==> src/rtl/dpot_pkg.sv <==
package dpot_pkg;
    localparam int DATA_W = 8;
    localparam int CHANNELS = 2;
    localparam logic [DATA_W-1:0] FACTORY_CODE = 8'h80;

    // Control byte bit positions (read back by software, so fixed)
    localparam int CTL_VOL_BIT  = 7;
    localparam int CTL_SHDN_BIT = 6;
    localparam int CTL_BUSY_BIT = 5;

    typedef enum logic [1:0] {
        ST_BOOT,
        ST_LOAD_A,
        ST_LOAD_B,
        ST_RUN
    } dpot_state_e;
endpackage

==> src/rtl/dpot_nvstore.sv <==
module dpot_nvstore
    import dpot_pkg::*;
#(
    parameter int NV_DEPTH = 16,
    localparam int IDX_W = $clog2(NV_DEPTH)
) (
    input  logic              clk,
    input  logic              rst_n,
    input  logic              we,
    input  logic [IDX_W-1:0]  idx,
    input  logic [DATA_W-1:0] din,
    output logic [DATA_W-1:0] dout,
    output logic [DATA_W-1:0] start_a,
    output logic [DATA_W-1:0] start_b
);
    logic [DATA_W-1:0] cells [NV_DEPTH];

    always_ff @(posedge clk or negedge rst_n) begin
        if (!rst_n) begin
            for (int i = 0; i < NV_DEPTH; i++) begin
                cells[i] <= (i < CHANNELS) ? FACTORY_CODE : '0;
            end
        end else if (we) begin
            cells[idx] <= din;
        end
    end

    assign dout    = cells[idx];
    assign start_a = cells[0];
    assign start_b = cells[1];
endmodule

==> src/rtl/dpot_busy_timer.sv <==
module dpot_busy_timer #(
    parameter int CYCLES = 1000000,
    localparam int CNT_W = $clog2(CYCLES + 1)
) (
    input  logic clk,
    input  logic rst_n,
    input  logic start,
    output logic busy
);
    logic [CNT_W-1:0] remain;

    always_ff @(posedge clk or negedge rst_n) begin
        if (!rst_n) begin
            busy   <= 1'b0;
            remain <= '0;
        end else if (start && !busy) begin
            busy   <= 1'b1;
            remain <= CNT_W'(CYCLES - 1);
        end else if (busy) begin
            if (remain == '0) begin
                busy <= 1'b0;
            end else begin
                remain <= remain - 1'b1;
            end
        end
    end
endmodule

==> src/rtl/dpot_ctrl.sv <==
module dpot_ctrl
    import dpot_pkg::*;
#(
    parameter int ADDR_W = 5,
    parameter int NV_DEPTH = 16,
    localparam int IDX_W = $clog2(NV_DEPTH)
) (
    input  logic              clk,
    input  logic              rst_n,
    input  logic              por_recall,
    input  logic              wr_en,
    input  logic              rd_en,
    input  logic [ADDR_W-1:0] addr,
    input  logic [DATA_W-1:0] wdata,
    input  logic              nv_busy,
    input  logic [DATA_W-1:0] nv_dout,
    input  logic [DATA_W-1:0] nv_start_a,
    input  logic [DATA_W-1:0] nv_start_b,
    output logic              nv_we,
    output logic [IDX_W-1:0]  nv_idx,
    output logic [DATA_W-1:0] rdata,
    output logic [DATA_W-1:0] wiper_a,
    output logic [DATA_W-1:0] wiper_b,
    output logic              ctl_vol,
    output logic              ctl_shdn_n,
    output logic              ready
);
    dpot_state_e state, state_nx;

    logic hit_chan, hit_nv, hit_ctl, accept;
    logic wip_a_we, wip_b_we, ctl_we;

    // State register
    always_ff @(posedge clk or negedge rst_n) begin
        if (!rst_n) state <= ST_BOOT;
        else        state <= state_nx;
    end

    // Transitions
    always_comb begin
        state_nx = state;
        unique case (state)
            ST_BOOT:   if (por_recall) state_nx = ST_LOAD_A;
            ST_LOAD_A: state_nx = por_recall ? ST_LOAD_A : ST_LOAD_B;
            ST_LOAD_B: state_nx = por_recall ? ST_LOAD_A : ST_RUN;
            ST_RUN:    if (por_recall) state_nx = ST_LOAD_A;
        endcase
    end

    // Outputs and access decode
    always_comb begin
        ready    = (state == ST_RUN);
        hit_chan = (addr < ADDR_W'(CHANNELS));
        hit_nv   = (addr < ADDR_W'(NV_DEPTH));
        hit_ctl  = (addr == ADDR_W'(NV_DEPTH));
        accept   = ready && wr_en && !nv_busy && !por_recall;
        nv_idx   = addr[IDX_W-1:0];
        nv_we    = accept && !ctl_vol && hit_nv;
        wip_a_we = accept && hit_chan && !addr[0];
        wip_b_we = accept && hit_chan &&  addr[0];
        ctl_we   = accept && hit_ctl;
    end

    // Wipers and control byte
    always_ff @(posedge clk or negedge rst_n) begin
        if (!rst_n) begin
            wiper_a    <= FACTORY_CODE;
            wiper_b    <= FACTORY_CODE;
            ctl_vol    <= 1'b0;
            ctl_shdn_n <= 1'b1;
        end else begin
            if (state == ST_LOAD_A) begin
                wiper_a    <= nv_start_a;
                ctl_vol    <= 1'b0;
                ctl_shdn_n <= 1'b1;
            end
            if (state == ST_LOAD_B) wiper_b <= nv_start_b;
            if (wip_a_we) wiper_a <= wdata;
            if (wip_b_we) wiper_b <= wdata;
            if (ctl_we) begin
                ctl_vol    <= wdata[CTL_VOL_BIT];
                ctl_shdn_n <= wdata[CTL_SHDN_BIT];
            end
        end
    end

    // Registered read port
    always_ff @(posedge clk or negedge rst_n) begin
        if (!rst_n) begin
            rdata <= '0;
        end else if (rd_en) begin
            if (hit_chan) begin
                rdata <= ctl_vol ? (addr[0] ? wiper_b : wiper_a) : nv_dout;
            end else if (hit_nv) begin
                rdata <= ctl_vol ? '0 : nv_dout;
            end else if (hit_ctl) begin
                rdata <= '0;
                rdata[CTL_VOL_BIT]  <= ctl_vol;
                rdata[CTL_SHDN_BIT] <= ctl_shdn_n;
                rdata[CTL_BUSY_BIT] <= nv_busy;
            end else begin
                rdata <= '0;
            end
        end
    end
endmodule

==> src/rtl/dpot_regbank.sv <==
module dpot_regbank
    import dpot_pkg::*;
#(
    parameter int ADDR_W = 5,
    parameter int NV_DEPTH = 16,
    parameter int NV_WRITE_CYCLES = 1000000,
    localparam int IDX_W = $clog2(NV_DEPTH)
) (
    input  logic              clk,
    input  logic              rst_n,
    input  logic              por_recall,
    input  logic              wr_en,
    input  logic              rd_en,
    input  logic [ADDR_W-1:0] addr,
    input  logic [7:0]        wdata,
    output logic [7:0]        rdata,
    output logic [7:0]        wiper_a,
    output logic [7:0]        wiper_b,
    output logic              shutdown,
    output logic              nv_busy,
    output logic              ready
);
    logic              nv_we;
    logic [IDX_W-1:0]  nv_idx;
    logic [DATA_W-1:0] nv_dout, nv_start_a, nv_start_b;
    logic              ctl_vol, ctl_shdn_n;

    dpot_nvstore #(.NV_DEPTH(NV_DEPTH)) u_store (
        .clk     (clk),
        .rst_n   (rst_n),
        .we      (nv_we),
        .idx     (nv_idx),
        .din     (wdata),
        .dout    (nv_dout),
        .start_a (nv_start_a),
        .start_b (nv_start_b)
    );

    dpot_busy_timer #(.CYCLES(NV_WRITE_CYCLES)) u_timer (
        .clk   (clk),
        .rst_n (rst_n),
        .start (nv_we),
        .busy  (nv_busy)
    );

    dpot_ctrl #(.ADDR_W(ADDR_W), .NV_DEPTH(NV_DEPTH)) u_ctrl (
        .clk        (clk),
        .rst_n      (rst_n),
        .por_recall (por_recall),
        .wr_en      (wr_en),
        .rd_en      (rd_en),
        .addr       (addr),
        .wdata      (wdata),
        .nv_busy    (nv_busy),
        .nv_dout    (nv_dout),
        .nv_start_a (nv_start_a),
        .nv_start_b (nv_start_b),
        .nv_we      (nv_we),
        .nv_idx     (nv_idx),
        .rdata      (rdata),
        .wiper_a    (wiper_a),
        .wiper_b    (wiper_b),
        .ctl_vol    (ctl_vol),
        .ctl_shdn_n (ctl_shdn_n),
        .ready      (ready)
    );

    assign shutdown = !ctl_shdn_n;
endmodule

==> config.mk <==
export PLATFORM = sky130hd
export DESIGN_NAME = dpot_regbank
export DESIGN_NICKNAME = d
export VERILOG_FILES = /design/src/rtl/dpot_pkg.sv /design/src/rtl/dpot_nvstore.sv /design/src/rtl/dpot_busy_timer.sv /design/src/rtl/dpot_ctrl.sv /design/src/rtl/dpot_regbank.sv
export SDC_FILE = /design/constraint.sdc
export NUM_CORES = 1
export LEC_CHECK = 0
export ABC_AREA = 1
export CAP_MARGIN = 20
export CORE_ASPECT_RATIO = 0.6
export CORE_MARGIN = 3
export CORE_UTILIZATION = 50
export CTS_CLUSTER_DIAMETER = 200
export DETAILED_ROUTE_END_ITERATION = 12
export PLACE_DENSITY = 0.74
export SKIP_CTS_REPAIR_TIMING = 1
export SYNTH_ARGS = -nofsm -noshare
export SYNTH_HDL_FRONTEND = slang
export SYNTH_SLANG_ARGS = --single-unit
==> constraint.sdc <==
create_clock -name clk -period 2.15 [get_ports clk]
set_input_delay 0.5375 -clock clk [delete_from_list [all_inputs] [get_ports clk]]
set_output_delay 0.5375 -clock clk [all_outputs]
set_load 0.02 [all_outputs]
==> impl_metrics.yaml <==
status:
  status: "finished clean"
placed_design:
  gp_congestion: 0.981
  dpl_cell_area_mm2: 0.00989
  pre_cts_slack_ns: -0.255
  hpwl_um: 18000
  placed_cells: 1349
  portBuffers: 44
detailed_routing:
  wl_um: 25600
  drt-initial-drc-count: 891
  ant_nets: 0
  vias: 7838
  drt_pass1_iterations: 5
  drc_errors: 0
  wl_per_cell_um: 18.5
  viasPerCell: 5.68
die:
  die_height_um: 109
  core-area_mm2: 0.0167
  initial_core_util: 0.525
  io_pins: 45
  dieArea_mm2: 0.0192
  die_x_um: 177
  rows: 36
logic_synthesis:
  synth_cell_types: 42
  syn_inst: 1060
  ys_ff_latch: 177
  avgSynthCellArea_um2: 8.27
  ys_warn_count: 0
  ys_seq_area_frac: 0.506
  async_flop_share: 1.00
  synthesis.nets: 1083
  synth_flop_cell: "dfrtp_1"
  netlist_area_mm2: 0.00877
  synth_edf_count: 0
finish:
  layout_common_cells: "348 x nand2_1, 172 x dfrtp_1, 125 x o21ai_0, 61 x nor2_1, 56 x inv_1"
  stdcell_count: 1381
  fin_area_mm2: 0.0105
  syn_to_final_growth_pct: 19.7
  final_common_cell: "nand2_1"
  n_antenna_cell: 0
  final_nets: 1163
  drive_gt1_frac: 0.131
critical_path:
  max_stage_delay_ns: 0.54
  cp.required_ns: 1.61
  crit_chain: "inv_1 > clkdlybuf4s50_1"
  reg2reg_to: "u_store.cells[103]"
  cp.depth: 2
  r2r.worst_path.cells: 8
  cp-end-kind: "primary output"
  critical_path_buf_inv_count: 2
  worst-setup-path-type: "flip-flop to primary output"
  critPathLaunch: "u_ctrl.ctl_shdn_n"
  crit_arrival_ns: 1.55
  reg2reg_setup_slack_ns: 0.25
  startpoint_type: "flip-flop"
  timing.rr.start: "u_ctrl.state[0]"
  crit_path_max_fanout: 3
  critPathTopFamily: "buffers and inverters"
  slowest_stage: "clkdlybuf4s50_1"
clock_tree:
  cts_sinks: 177
  cts_max_level: 4
  clock_path_buffers: 2
  clk_latency_ns: 0.44
  clk_pin_slew_ns: 0.07
  numCtsBuffers: 17
  cts_tree: "yes"
  cts_root_buf: "clkbuf_16"
timing:
  skew_ns: 0.0103
  slew_headroom: 0.627
  post-route-period-util: 0.969
  fin_ws_ns: 0.0656
  max_clock_freq_mhz: 480
  worst_pin_slew_ns: 0.559
  holdWs_ns: 0.0356
  finalHoldViolations: 0
  setup_viol: 0
  setup_tns_ns: 0
  drv_slew: 0
  rsz0062_at_grt: "false"
  period_needed_ns: 2.08
grt:
  grt_overflow_total: 0
  grt_pass1_wl_um: 41000
  antenna_found_initial: 0
  groute.usage.overall: 0.278
  grt_max_degree: 44
  first_global_vias: 7485
hold_path:
  hold_path.class: "input port to asynchronous set/reset pin"
power_and_ir_drop:
  p_leak_nw: 4.94
  p_per_area_mw_per_mm2: 692
  ir_drop_uv: 630
run:
  maxCapViolations: 0
logic make-up after synthesis:
family	count (synthesis)	share of synthesized area
buf+inv	118	0.0660
compound gates	236	0.146
simple gates	513	0.265
fa+ha+maj	5	0.00713
flops	177	0.506
xor+xnor	11	0.0110
layout make-up:
cell class / count / area [µm²]
clock buffers: 21 / 470
clock inverters: 11 / 129
fillers: 1383 / 6210
inverters: 66 / 258
multi-input cells: 765 / 3760
flip-flops and latches: 177 / 4440
well taps: 228 / 285
repair buffers: 113 / 1160
registers in the layout, indices dropped and copies added (netlist names):
register / cells
u_ctrl.ctl_vol: 1
u_store.start_a: 8
u_store.cells: 112
u_ctrl.ctl_shdn_n: 1
u_ctrl.wiper_b: 8
u_ctrl.rdata: 8
u_ctrl.wiper_a: 8
u_timer.busy: 1
u_timer.remain: 20
u_store.start_b: 8
u_ctrl.state: 2
Yosys cell counts, types with 2 or more instances:
library cell / instances / share of area
nand2_1: 348 / 0.15
nor2_1: 61 / 0.026
o221ai_1: 8 / 0.0080
buf_4: 5 / 0.0043
o21ai_2: 2 / 0.0020
o21ai_0: 125 / 0.071
buf_2: 26 / 0.015
nor3_4: 3 / 0.0056
xor2_1: 10 / 0.010
dfstp_2: 5 / 0.015
clkinv_1: 2 / 0.00086
clkbuf_1: 10 / 0.0043
nor2_2: 2 / 0.0014
inv_1: 56 / 0.024
nor2_8: 3 / 0.0068
nand2_8: 2 / 0.0046
nor3_2: 2 / 0.0023
o211ai_1: 8 / 0.0068
nand2_2: 11 / 0.0078
ha_1: 5 / 0.0071
o21ai_1: 43 / 0.025
nand2_4: 4 / 0.0051
a21oi_1: 35 / 0.020
inv_2: 5 / 0.0021
a22oi_1: 10 / 0.0086
nor3_1: 4 / 0.0023
nand3b_1: 2 / 0.0017
nand3_1: 52 / 0.030
dfrtp_1: 172 / 0.49
inv_4: 2 / 0.0014
buf_6: 10 / 0.013
nand4_1: 12 / 0.0086
nand3_4: 5 / 0.010
o31ai_1: 2 / 0.0017
worst max-delay path by stage:
stage | to | slack [ns]
2_1_floorplan | u_store.cells[41] | 0.44
3_3_place_gp | u_ctrl.rdata[1] | -0.24
3_5_place_dp | u_ctrl.rdata[4] | -0.25
4_1_cts | ready | -0.13
5_1_grt | shutdown | 0.02
6_report | shutdown | 0.07
metal layers:
layer / share of wire / track usage
met1: 0.47 / 0.421
met2: 0.41 / 0.387
met3: 0.10 / 0.0863
met4: 0.015 / 0.0678
met5: 0 / 0
where the power goes:
part	switching, mW	internal, mW	leakage (nW)
registers	0.0193	3.35	2.34
logic	0.491	0.231	2.30
clock network	1.35	1.81	0.290
stage by stage:
step	utilization	power [mW]
2_1_floorplan	-	3.76
3_3_place_gp	0.592	4.13
3_5_place_dp	0.592	4.14
4_1_cts	0.628	7.27
5_1_grt	0.628	7.48
6_report	0.628	7.26
worst reg2reg max path: cells and delay by family (launching register included):
| kind | cells | cell delay [ns] |
|---|---|---|
| simple gates | 5 | 0.87 |
| fa+ha+maj | 1 | 0.27 |
| compound gates | 1 | 0.08 |
| flops | 1 | 0.38 |
| buf+inv | 1 | 0.15 |
(Power assumes the default switching activity.)
